[config.mk]
export PLATFORM = sky130hd
export DESIGN_NAME = gate_scan_top
export DESIGN_NICKNAME = d
export VERILOG_FILES = /design/src/rtl/gs_pkg.sv /design/src/rtl/gs_shift_chain.sv /design/src/rtl/gs_cascade_port.sv /design/src/rtl/gs_group_mask.sv /design/src/rtl/gate_scan_top.sv
export SDC_FILE = /design/constraint.sdc
export NUM_CORES = 1
export LEC_CHECK = 0
export BUFFER_PORTS_ARGS = -buffer_cell sky130_fd_sc_hd__buf_2
export CAP_MARGIN = 20
export CORE_ASPECT_RATIO = 1.1
export CORE_MARGIN = 2
export CORE_UTILIZATION = 40
export CTS_CLUSTER_DIAMETER = 100
export DETAILED_ROUTE_END_ITERATION = 16
export PLACE_DENSITY = 0.61
export SYNTH_ARGS = -nofsm -noshare
export SYNTH_HDL_FRONTEND = slang
export SYNTH_HIERARCHICAL = 1
export SYNTH_SLANG_ARGS = --single-unit
[constraint.sdc]
create_clock -name clk_i -period 1.2 [get_ports clk_i]
set_input_delay 0.18 -clock clk_i [delete_from_list [all_inputs] [get_ports clk_i]]
set_output_delay 0.18 -clock clk_i [all_outputs]
set_load 0.01 [all_outputs]
[src/rtl/gs_pkg.sv]
package gs_pkg;
   // Group (mask select) of a 0-based gate index.
   function automatic int unsigned group_of(input int unsigned idx, input int unsigned groups);
      return idx % groups;
   endfunction
endpackage

[src/rtl/gs_shift_chain.sv]
module gs_shift_chain #(
   parameter int unsigned STAGES = 256
) (
   input  logic              clk_i,
   input  logic              rst_ni,
   input  logic              dir_up_i,
   input  logic              head_up_i,
   input  logic              head_dn_i,
   output logic [STAGES-1:0] stage_o
);
   localparam int unsigned LAST = STAGES - 1;

   if (STAGES < 2) begin : g_bad_stages
      $error("gs_shift_chain: STAGES must be at least 2");
   end

   logic [STAGES-1:0] stage_q;

   for (genvar i = 0; i < STAGES; i++) begin : g_stage
      logic from_lo;
      logic from_hi;
      if (i == 0) begin : g_lo_edge
         assign from_lo = head_up_i;
      end else begin : g_lo_mid
         assign from_lo = stage_q[i-1];
      end
      if (i == LAST) begin : g_hi_edge
         assign from_hi = head_dn_i;
      end else begin : g_hi_mid
         assign from_hi = stage_q[i+1];
      end
      always_ff @(posedge clk_i or negedge rst_ni) begin
         if (!rst_ni) stage_q[i] <= 1'b0;
         else         stage_q[i] <= dir_up_i ? from_lo : from_hi;
      end
   end

   assign stage_o = stage_q;

   AST_UP_ENTRY: assert property (@(posedge clk_i) disable iff (!rst_ni)
      dir_up_i |=> stage_q[0] == $past(head_up_i));
   AST_UP_MOVE: assert property (@(posedge clk_i) disable iff (!rst_ni)
      dir_up_i |=> stage_q[LAST:1] == $past(stage_q[LAST-1:0]));
   AST_DN_MOVE: assert property (@(posedge clk_i) disable iff (!rst_ni)
      !dir_up_i |=> {$past(head_dn_i), $past(stage_q[LAST:1])} == stage_q);
endmodule

[src/rtl/gs_cascade_port.sv]
module gs_cascade_port (
   input  logic clk_i,
   input  logic rst_ni,
   input  logic dir_up_i,
   input  logic tail_up_i,
   input  logic tail_dn_i,
   output logic pin_a_o,
   output logic pin_a_oe,
   output logic pin_b_o,
   output logic pin_b_oe
);
   logic casc_q;

   always_ff @(negedge clk_i or negedge rst_ni) begin
      if (!rst_ni) casc_q <= 1'b0;
      else         casc_q <= dir_up_i ? tail_up_i : tail_dn_i;
   end

   assign pin_b_oe = dir_up_i;
   assign pin_a_oe = ~dir_up_i;
   assign pin_b_o  = dir_up_i & casc_q;
   assign pin_a_o  = ~dir_up_i & casc_q;

   AST_CASC_UP: assert property (@(negedge clk_i) disable iff (!rst_ni)
      dir_up_i |=> casc_q == $past(tail_up_i));
   AST_CASC_DN: assert property (@(negedge clk_i) disable iff (!rst_ni)
      !dir_up_i |=> casc_q == $past(tail_dn_i));
   AST_ONE_DRIVER: assert property (@(posedge clk_i) disable iff (!rst_ni)
      $onehot({pin_a_oe, pin_b_oe}));
endmodule

[src/rtl/gs_group_mask.sv]
module gs_group_mask #(
   parameter int unsigned STAGES = 256,
   parameter int unsigned GROUPS = 3
) (
   input  logic [STAGES-1:0] stage_i,
   input  logic [GROUPS-1:0] mask_i,
   output logic [STAGES-1:0] gate_o
);
   import gs_pkg::*;

   if (GROUPS < 1 || GROUPS > STAGES) begin : g_bad_groups
      $error("gs_group_mask: GROUPS must be in 1..STAGES");
   end

   for (genvar k = 0; k < STAGES; k++) begin : g_gate
      localparam int unsigned GSEL = group_of(k, GROUPS);
      assign gate_o[k] = stage_i[k] & ~mask_i[GSEL];
   end
endmodule

[src/rtl/gate_scan_top.sv]
module gate_scan_top #(
   parameter int unsigned STAGES = 256,
   parameter int unsigned GROUPS = 3
) (
   input  logic              clk_i,
   input  logic              rst_ni,
   input  logic              dir_up_i,
   input  logic              pin_a_i,
   output logic              pin_a_o,
   output logic              pin_a_oe,
   input  logic              pin_b_i,
   output logic              pin_b_o,
   output logic              pin_b_oe,
   input  logic [GROUPS-1:0] mask_i,
   output logic [STAGES-1:0] gate_o
);
   logic [STAGES-1:0] stage_w;

   gs_shift_chain #(.STAGES(STAGES)) chain_i (
      .clk_i    (clk_i),
      .rst_ni   (rst_ni),
      .dir_up_i (dir_up_i),
      .head_up_i(pin_a_i),
      .head_dn_i(pin_b_i),
      .stage_o  (stage_w)
   );

   gs_cascade_port casc_i (
      .clk_i    (clk_i),
      .rst_ni   (rst_ni),
      .dir_up_i (dir_up_i),
      .tail_up_i(stage_w[STAGES-1]),
      .tail_dn_i(stage_w[0]),
      .pin_a_o  (pin_a_o),
      .pin_a_oe (pin_a_oe),
      .pin_b_o  (pin_b_o),
      .pin_b_oe (pin_b_oe)
   );

   gs_group_mask #(.STAGES(STAGES), .GROUPS(GROUPS)) mask_u (
      .stage_i(stage_w),
      .mask_i (mask_i),
      .gate_o (gate_o)
   );

   AST_GATE_NEEDS_STAGE: assert property (@(posedge clk_i) disable iff (!rst_ni)
      (gate_o & ~stage_w) == '0);
   AST_ALL_MASKED: assert property (@(posedge clk_i) disable iff (!rst_ni)
      (&mask_i) |-> gate_o == '0);
endmodule

== Word-level counts from Yosys, hierarchy flattened ==
Cells that the tools add are included.
Operators by class
  add/sub/neg operators: 0
  multiply operators: 0
  div/mod/pow operators: 0
  $lt $le $gt $ge: 0
  eq/ne operators: 0
  shift operators: 0
  mux-type cells: 257
  bitwise operators: 262
  reductions and logical operators: 0
Operators with widths (count)
  $and A1 B1 Y1: 258
  $mux W1: 257
  $not A1 Y1: 4
Storage, ports and cells
  flip-flop bits (word level): 257
  bits in latches: 0
  RAM bits: 0
  memory bits (read-only): 0
  input bits: 8
  output and inout bits: 260
  logic and storage cells: 776
  memories kept: 0

== Longest topological paths before layout ==
Gate-level depths: netlist of the first run.
  word-level depth: 2
  gate-level depth with buffers: 3
  gate-level depth less buffers: 1

== Modules after synthesis ==
Netlist of the first run, hierarchy kept.
By module, submodules not included
  gs_shift_chain: instances 1, cells each 796, area each 11516.0 sq um, seq. area each 6406.1 sq um
  gs_group_mask: instances 1, cells each 283, area each 1810.5 sq um, seq. area each 0.0 sq um
  gs_cascade_port: instances 1, cells each 6, area each 67.6 sq um, seq. area each 25.0 sq um

==> results.toml, run 1 <==
[run_status]
status = "complete, but fails checks"
failed_checks = "negative setup slack"

[logic_synthesis]
ys_ff_latch = 257
syn_inst = 1085
syn_nets = 1093
synth_compound_area_frac = 0
synth_top_family_by_area = "multiplexers"
synth_simple_gate_area_share = 0.121
synthAdderAreaFrac = 0
netlist.area_leader.share = 0.478
synth.area.top_cells = "dfrtp_1 48%, mux2_2 22%, buf_4 15%"
ys_seq_area_frac = 0.480
yosysTopAreaCell = "dfrtp_1"
synth.avg_cell_area_um2 = 12.3
yosysWarnings = 6
synth_xor_area_frac = 0
yosysUniqueCellTypes = 11
synth_area_um2 = 13400
muxShareOfSynthArea = 0.216

[power]
p_int_uw = 15400
powerDensity_nw_per_um2 = 1110
pwr-share-clk = 0.420
ir_drop_v = 0.000986
p_leak_uw = 0.00946
power_frac_seq = 0.453
switching_share = 0.239
switchingPower_uw = 4820
total_power_uw = 20200
power.share.combinational = 0.127

[clock_tree]
clockBufferDepth = 3
path_clk_slew_ns = 0.06
cts_tree = "done"
cts_max_level = 1
numCtsBuffers = 27
worstSkewPairLatency_ns = 0.53
clockRootBuffer = "clkbuf_16"
clock_sinks = 257

[worst_setup_path]
path_class = "flop to output port"
setup.worst_path.end = "pin_a_o"
cp-end-kind = "output port"
startpoint_type = "flop"
critPathRequiredTime_ns = 1.02
cp-startpoint = "casc_i/casc_q"
r2r-end = "casc_i/casc_q"
rr_worst_depth = 1
r2r_start = "chain_i/g_stage[254].from_hi"
rrSetupSlack_ns = -0.22
crit_fanout = 2
crit_arrival_ns = 1.78

[global_routing]
grtUsageTotal = 0.171
grt_pass1_wl_mm = 47.6
grt_max_degree = 74
grt_pass1_vias = 8686
overflow = 0
antenna_found_initial = 0

[placed_design]
routabilityCongestion = 0.751
io_buffers = 267
dp_hpwl_mm = 18.7

[final_layout]
area_delta_synth_final_pct = 36.2
final_nets = 1403
fillers = 2679
postLayoutCoreUtil = 0.551
diodes = 0
post_route_cells_drive_above_1_share = 0.723

[route]
viasPerCell = 4.56
firstDrtPassIters = 4
wl_mm = 31.8
ant_nets = 0
drt_iter0_markers = 325
via_count = 8419
drc = 0
wire_per_inst_um = 17.2

[floorplan]
ios = 268
die_h_um = 196
row_count = 70
dieArea_um2 = 35000
core_area_um2 = 33100
initial_core_util = 0.405
die_w_um = 178

[timing]
finalHoldViolCount = 0
rsz0062_at_grt = "true"
setup_ws_ns = -0.762
setup_viol = 259
worst_slew_pin_slew_ns = 0.452
fin_skew_ns = 0.0116
maxSlewHeadroom = 0.698
fin_setup_tns_ns = -42.85
slew_violations = 0

[flow_run]
max_cap_violations = 0

[min_path]
hp-class = "primary input to async pin"
-- synth_stat cells --
| cell | instances |
|---|---|
| nor2b_1 | 256 |
| buf_2 | 12 |
| inv_1 | 1 |
| mux2_4 | 1 |
| dfrtn_1 | 1 |
| buf_6 | 35 |
| dfrtp_1 | 256 |
| and2b_2 | 1 |
| buf_4 | 265 |
| mux2_2 | 256 |
| and2_2 | 1 |
-- kinds of logic (layout without fill, tap and decap cells) --
family                 count (synthesis)  count (layout)
buffers and inverters                313             642
DFF                                  257             257
muxes                                257             257
and+or+nand+nor                      258             258
-- flip-flops by register name (all words and copies together) (netlist names) --
name and flops:
casc_i/casc_q 1, chain_i/g_stage.from_lo 5, chain_i/g_stage.from_hi 251
-- cells in the final DEF, fill, tap and decap left out --
| master | count |
|---|---|
| clkbuf_16 | 27 |
| buf_8 | 2 |
| buf_6 | 129 |
| nor2b_4 | 127 |
| nor2b_1 | 129 |
| dlygate4sd3_1 | 3 |
| buf_2 | 132 |
| clkinv_2 | 8 |
| and2b_2 | 1 |
| and2_4 | 1 |
| buf_12 | 21 |
| dfrtp_1 | 256 |
| inv_1 | 1 |
| mux2_2 | 256 |
| clkbuf_1 | 2 |
| clkinvlp_4 | 3 |
| clkbuf_8 | 4 |
| buf_4 | 306 |
| mux2_4 | 1 |
| clkinv_4 | 1 |
| bufinv_16 | 3 |
| dfrtn_1 | 1 |
-- critical path, cell delays in order, from the launching register on --
cell and delay [ns]:
dfrtn_1 0.34, and2b_2 0.20, buf_6 0.12
-- through the flow --
stage	hold WS (ns)	instance area [um^2]	setup slack [ns]	std cells
6_report	0.0631	18200	-0.762	1846
5_1_grt	0.0545	18200	-0.816	1846
4_1_cts	0.0405	16800	-0.785	1772
3_5_place_dp	0.0134	13400	-0.223	1512
3_3_place_gp	0.0118	13400	-0.223	1512
2_1_floorplan	-0.116	13400	-0.285	1085
-- repair_timing --
action	4_1_cts	5_1_grt
gates resized for setup	198	179
endpoints found under the hold margin	259	0
hold buffers	3	0
endpoints found under the setup margin	259	259
setup buffers	209	74
-- worst min-delay path by stage --
stage	startpoint	end	slack, ns
after floorplan	rst_ni	chain_i/g_stage[0].from_hi	-0.12
after global placement	rst_ni	chain_i/g_stage[84].from_hi	0.01
after detailed placement	rst_ni	chain_i/g_stage[84].from_hi	0.01
after CTS	rst_ni	chain_i/g_stage[84].from_hi	0.04
after global routing	rst_ni	chain_i/g_stage[84].from_hi	0.05
final	rst_ni	chain_i/g_stage[85].from_hi	0.06
-- power by group through the flow --
| stage | combinational (uW) | sequential, uW | clock (uW) |
|---|---|---|---|
| finish | 2570 | 9150 | 8480 |
| global placement | 1580 | 9340 | 0 |
| global route | 2750 | 9180 | 9050 |
| detailed placement | 1590 | 9350 | 0 |
| floorplan | 1340 | 9250 | 0 |
| CTS | 2340 | 9140 | 8710 |
-- layer usage --
| metal | part of all wire | global-route usage | vias to the layer above |
|---|---|---|---|
| met5 | 0 | 0 | - |
| met4 | 0.014 | 0.0301 | 0 |
| met3 | 0.070 | 0.0436 | 38 |
| met2 | 0.49 | 0.284 | 236 |
| met1 | 0.43 | 0.227 | 4257 |
| li1 | - | - | 3888 |
-- final cells by class --
type                    count  area [um^2]  share of cell area
multi-input cells         515         5470               0.300
clock buffers              33          738              0.0405
well taps                 432          541              0.0296
flip-flops and latches    257         6430               0.353
inverters                   1         3.75            0.000206
repair buffers            593         4890               0.268
clock inverters            15          161             0.00885
Note: power is estimated with default switching activity, not from simulation.
==> run 2, diff against run 1 <==
--- a/config.mk
+++ b/config.mk
@@ -12,7 +12,7 @@
 export CORE_UTILIZATION = 40
 export CTS_CLUSTER_DIAMETER = 100
 export DETAILED_ROUTE_END_ITERATION = 16
-export PLACE_DENSITY = 0.61
+export PLACE_DENSITY = 0.69
 export SYNTH_ARGS = -nofsm -noshare
 export SYNTH_HDL_FRONTEND = slang
 export SYNTH_HIERARCHICAL = 1
==> results.toml, run 2 (synthesis gave the netlist of run 1 again) <==
[timing]
maxSlewHeadroom = 0.687
worst_slew_pin_slew_ns = 0.469
finalHoldViolCount = 0
rsz0062_at_grt = "true"
hold_slack_ns = 0.195
fin_skew_ns = 0.0186
slew_violations = 0
setup_viol = 259
setup_ws_ns = -0.762

[worst_setup_path]
crit_buf_inv = 1
crit_arrival_ns = 1.78
path_delay_family = "flip-flops"
cp-end-kind = "output port"
rr_worst_depth = 1
path_cells = "and2b_2 -> buf_6"
path_class = "flop to output port"
cp_num_cells = 2
critPathRequiredTime_ns = 1.02
slowest_delay_ns = 0.33
slowest_stage = "dfrtn_1"
crit_fanout = 2
startpoint_type = "flop"

[clock_tree]
cts_max_level = 1
worstSkewPairLatency_ns = 0.54
clockBufferDepth = 3
numCtsBuffers = 28
clock_sinks = 257
path_clk_slew_ns = 0.06
clockRootBuffer = "clkbuf_16"
cts_tree = "done"

[route]
firstDrtPassIters = 4
ant_nets = 0
drc = 0
wl_mm = 34.9
viasPerCell = 4.64
via_count = 8637
wire_per_inst_um = 18.8
drt_iter0_markers = 246

[power]
total_power_uw = 20600
p_leak_uw = 0.00956
powerDensity_nw_per_um2 = 1110
ir_drop_v = 0.000806

[final_layout]
final_common_cell = "buf_4"
diodes = 0
area_delta_synth_final_pct = 38.5
fin_cells = 1861
largest_register_ffs = 251
postLayoutCoreUtil = 0.560
final_cell_mix = "314 x buf_4, 256 x mux2_2, 256 x dfrtp_1"
final_nets = 1415
post_route_cells_drive_above_1_share = 0.728
final_area_um2 = 18500

[global_routing]
grt_pass1_vias = 8973
antenna_found_initial = 0
grt_max_degree = 85
overflow = 0
grt_pass1_wl_mm = 49.2
grtUsageTotal = 0.178

[placed_design]
placed_cells = 1510
dp_hpwl_mm = 18.5
post_dp_cell_area_um2 = 13400
io_buffers = 267
routabilityCongestion = 0.729

[min_path]
hp-class = "primary input to flop"
holdPathStages = 4

[floorplan]
die_h_um = 196
die_w_um = 178
ios = 268
initial_core_util = 0.405
row_count = 70
core_area_um2 = 33100
dieArea_um2 = 35000

[run_status]
status = "complete, but fails checks"
failed_checks = "negative setup slack"

[flow_run]
max_cap_violations = 0
[run 2: stage by stage]
stage          worst slack [ns]  setup TNS (ns)
6_report                 -0.762          -46.42
3_3_place_gp             -0.218           -6.14
2_1_floorplan            -0.285          -0.497
3_5_place_dp             -0.216           -7.66
4_1_cts                  -0.784          -52.29
5_1_grt                  -0.809          -59.75
[run 2: routing by layer]
layer,up-vias,part of all wire,GRT usage
li1,3925,-,-
met1,4404,0.41,0.226
met2,253,0.51,0.305
met3,55,0.055,0.0359
met4,0,0.027,0.0539
met5,-,0,0
[run 2: repair_timing]
| action | 4_1_cts | 5_1_grt |
|---|---|---|
| pin swaps | 0 | 0 |
| hold buffers | 3 | 0 |
| buffers inserted | 208 | 88 |
| setup endpoints to repair | 259 | 259 |
| gates resized for setup | 187 | 228 |
| hold endpoints to repair | 259 | 0 |
[run 2: power by group]
group | internal [uW] | switching (uW)
clock network | 5320 | 3530
registers | 8950 | 187
logic | 1400 | 1180
total | 15700 | 4900
[run 2: final timing paths]
| check | slack, ns | endpoint | from |
|---|---|---|---|
| setup / recovery | -0.76 | pin_a_o | casc_i/casc_q |
| hold / removal | 0.19 | chain_i/g_stage[72].from_hi | dir_up_i |
| setup reg to reg | -0.21 | casc_i/casc_q | chain_i/g_stage[1].from_lo |
| hold reg to reg | 0.53 | chain_i/g_stage[64].from_hi | chain_i/g_stage[63].from_hi |
| max in group asynchronous | 0.50 | casc_i/casc_q | rst_ni |
| min in group asynchronous | 0.25 | chain_i/g_stage[25].from_hi | rst_ni |
[run 2: final cells by class]
type / count / area, um^2
Clock buffer: 41 / 811
Multi-Input combinational cell: 515 / 5550
Inverter: 1 / 3.75
Clock inverter: 11 / 136
Sequential cell: 257 / 6430
Tap cell: 432 / 541
Timing Repair Buffer: 604 / 5080
Fill cell: 2532 / 14600
[run 2: worst min-delay path: stages]
cell    delay (ns)
buf_8         0.08
buf_4         0.13
buf_12        0.15
mux2_2        0.15
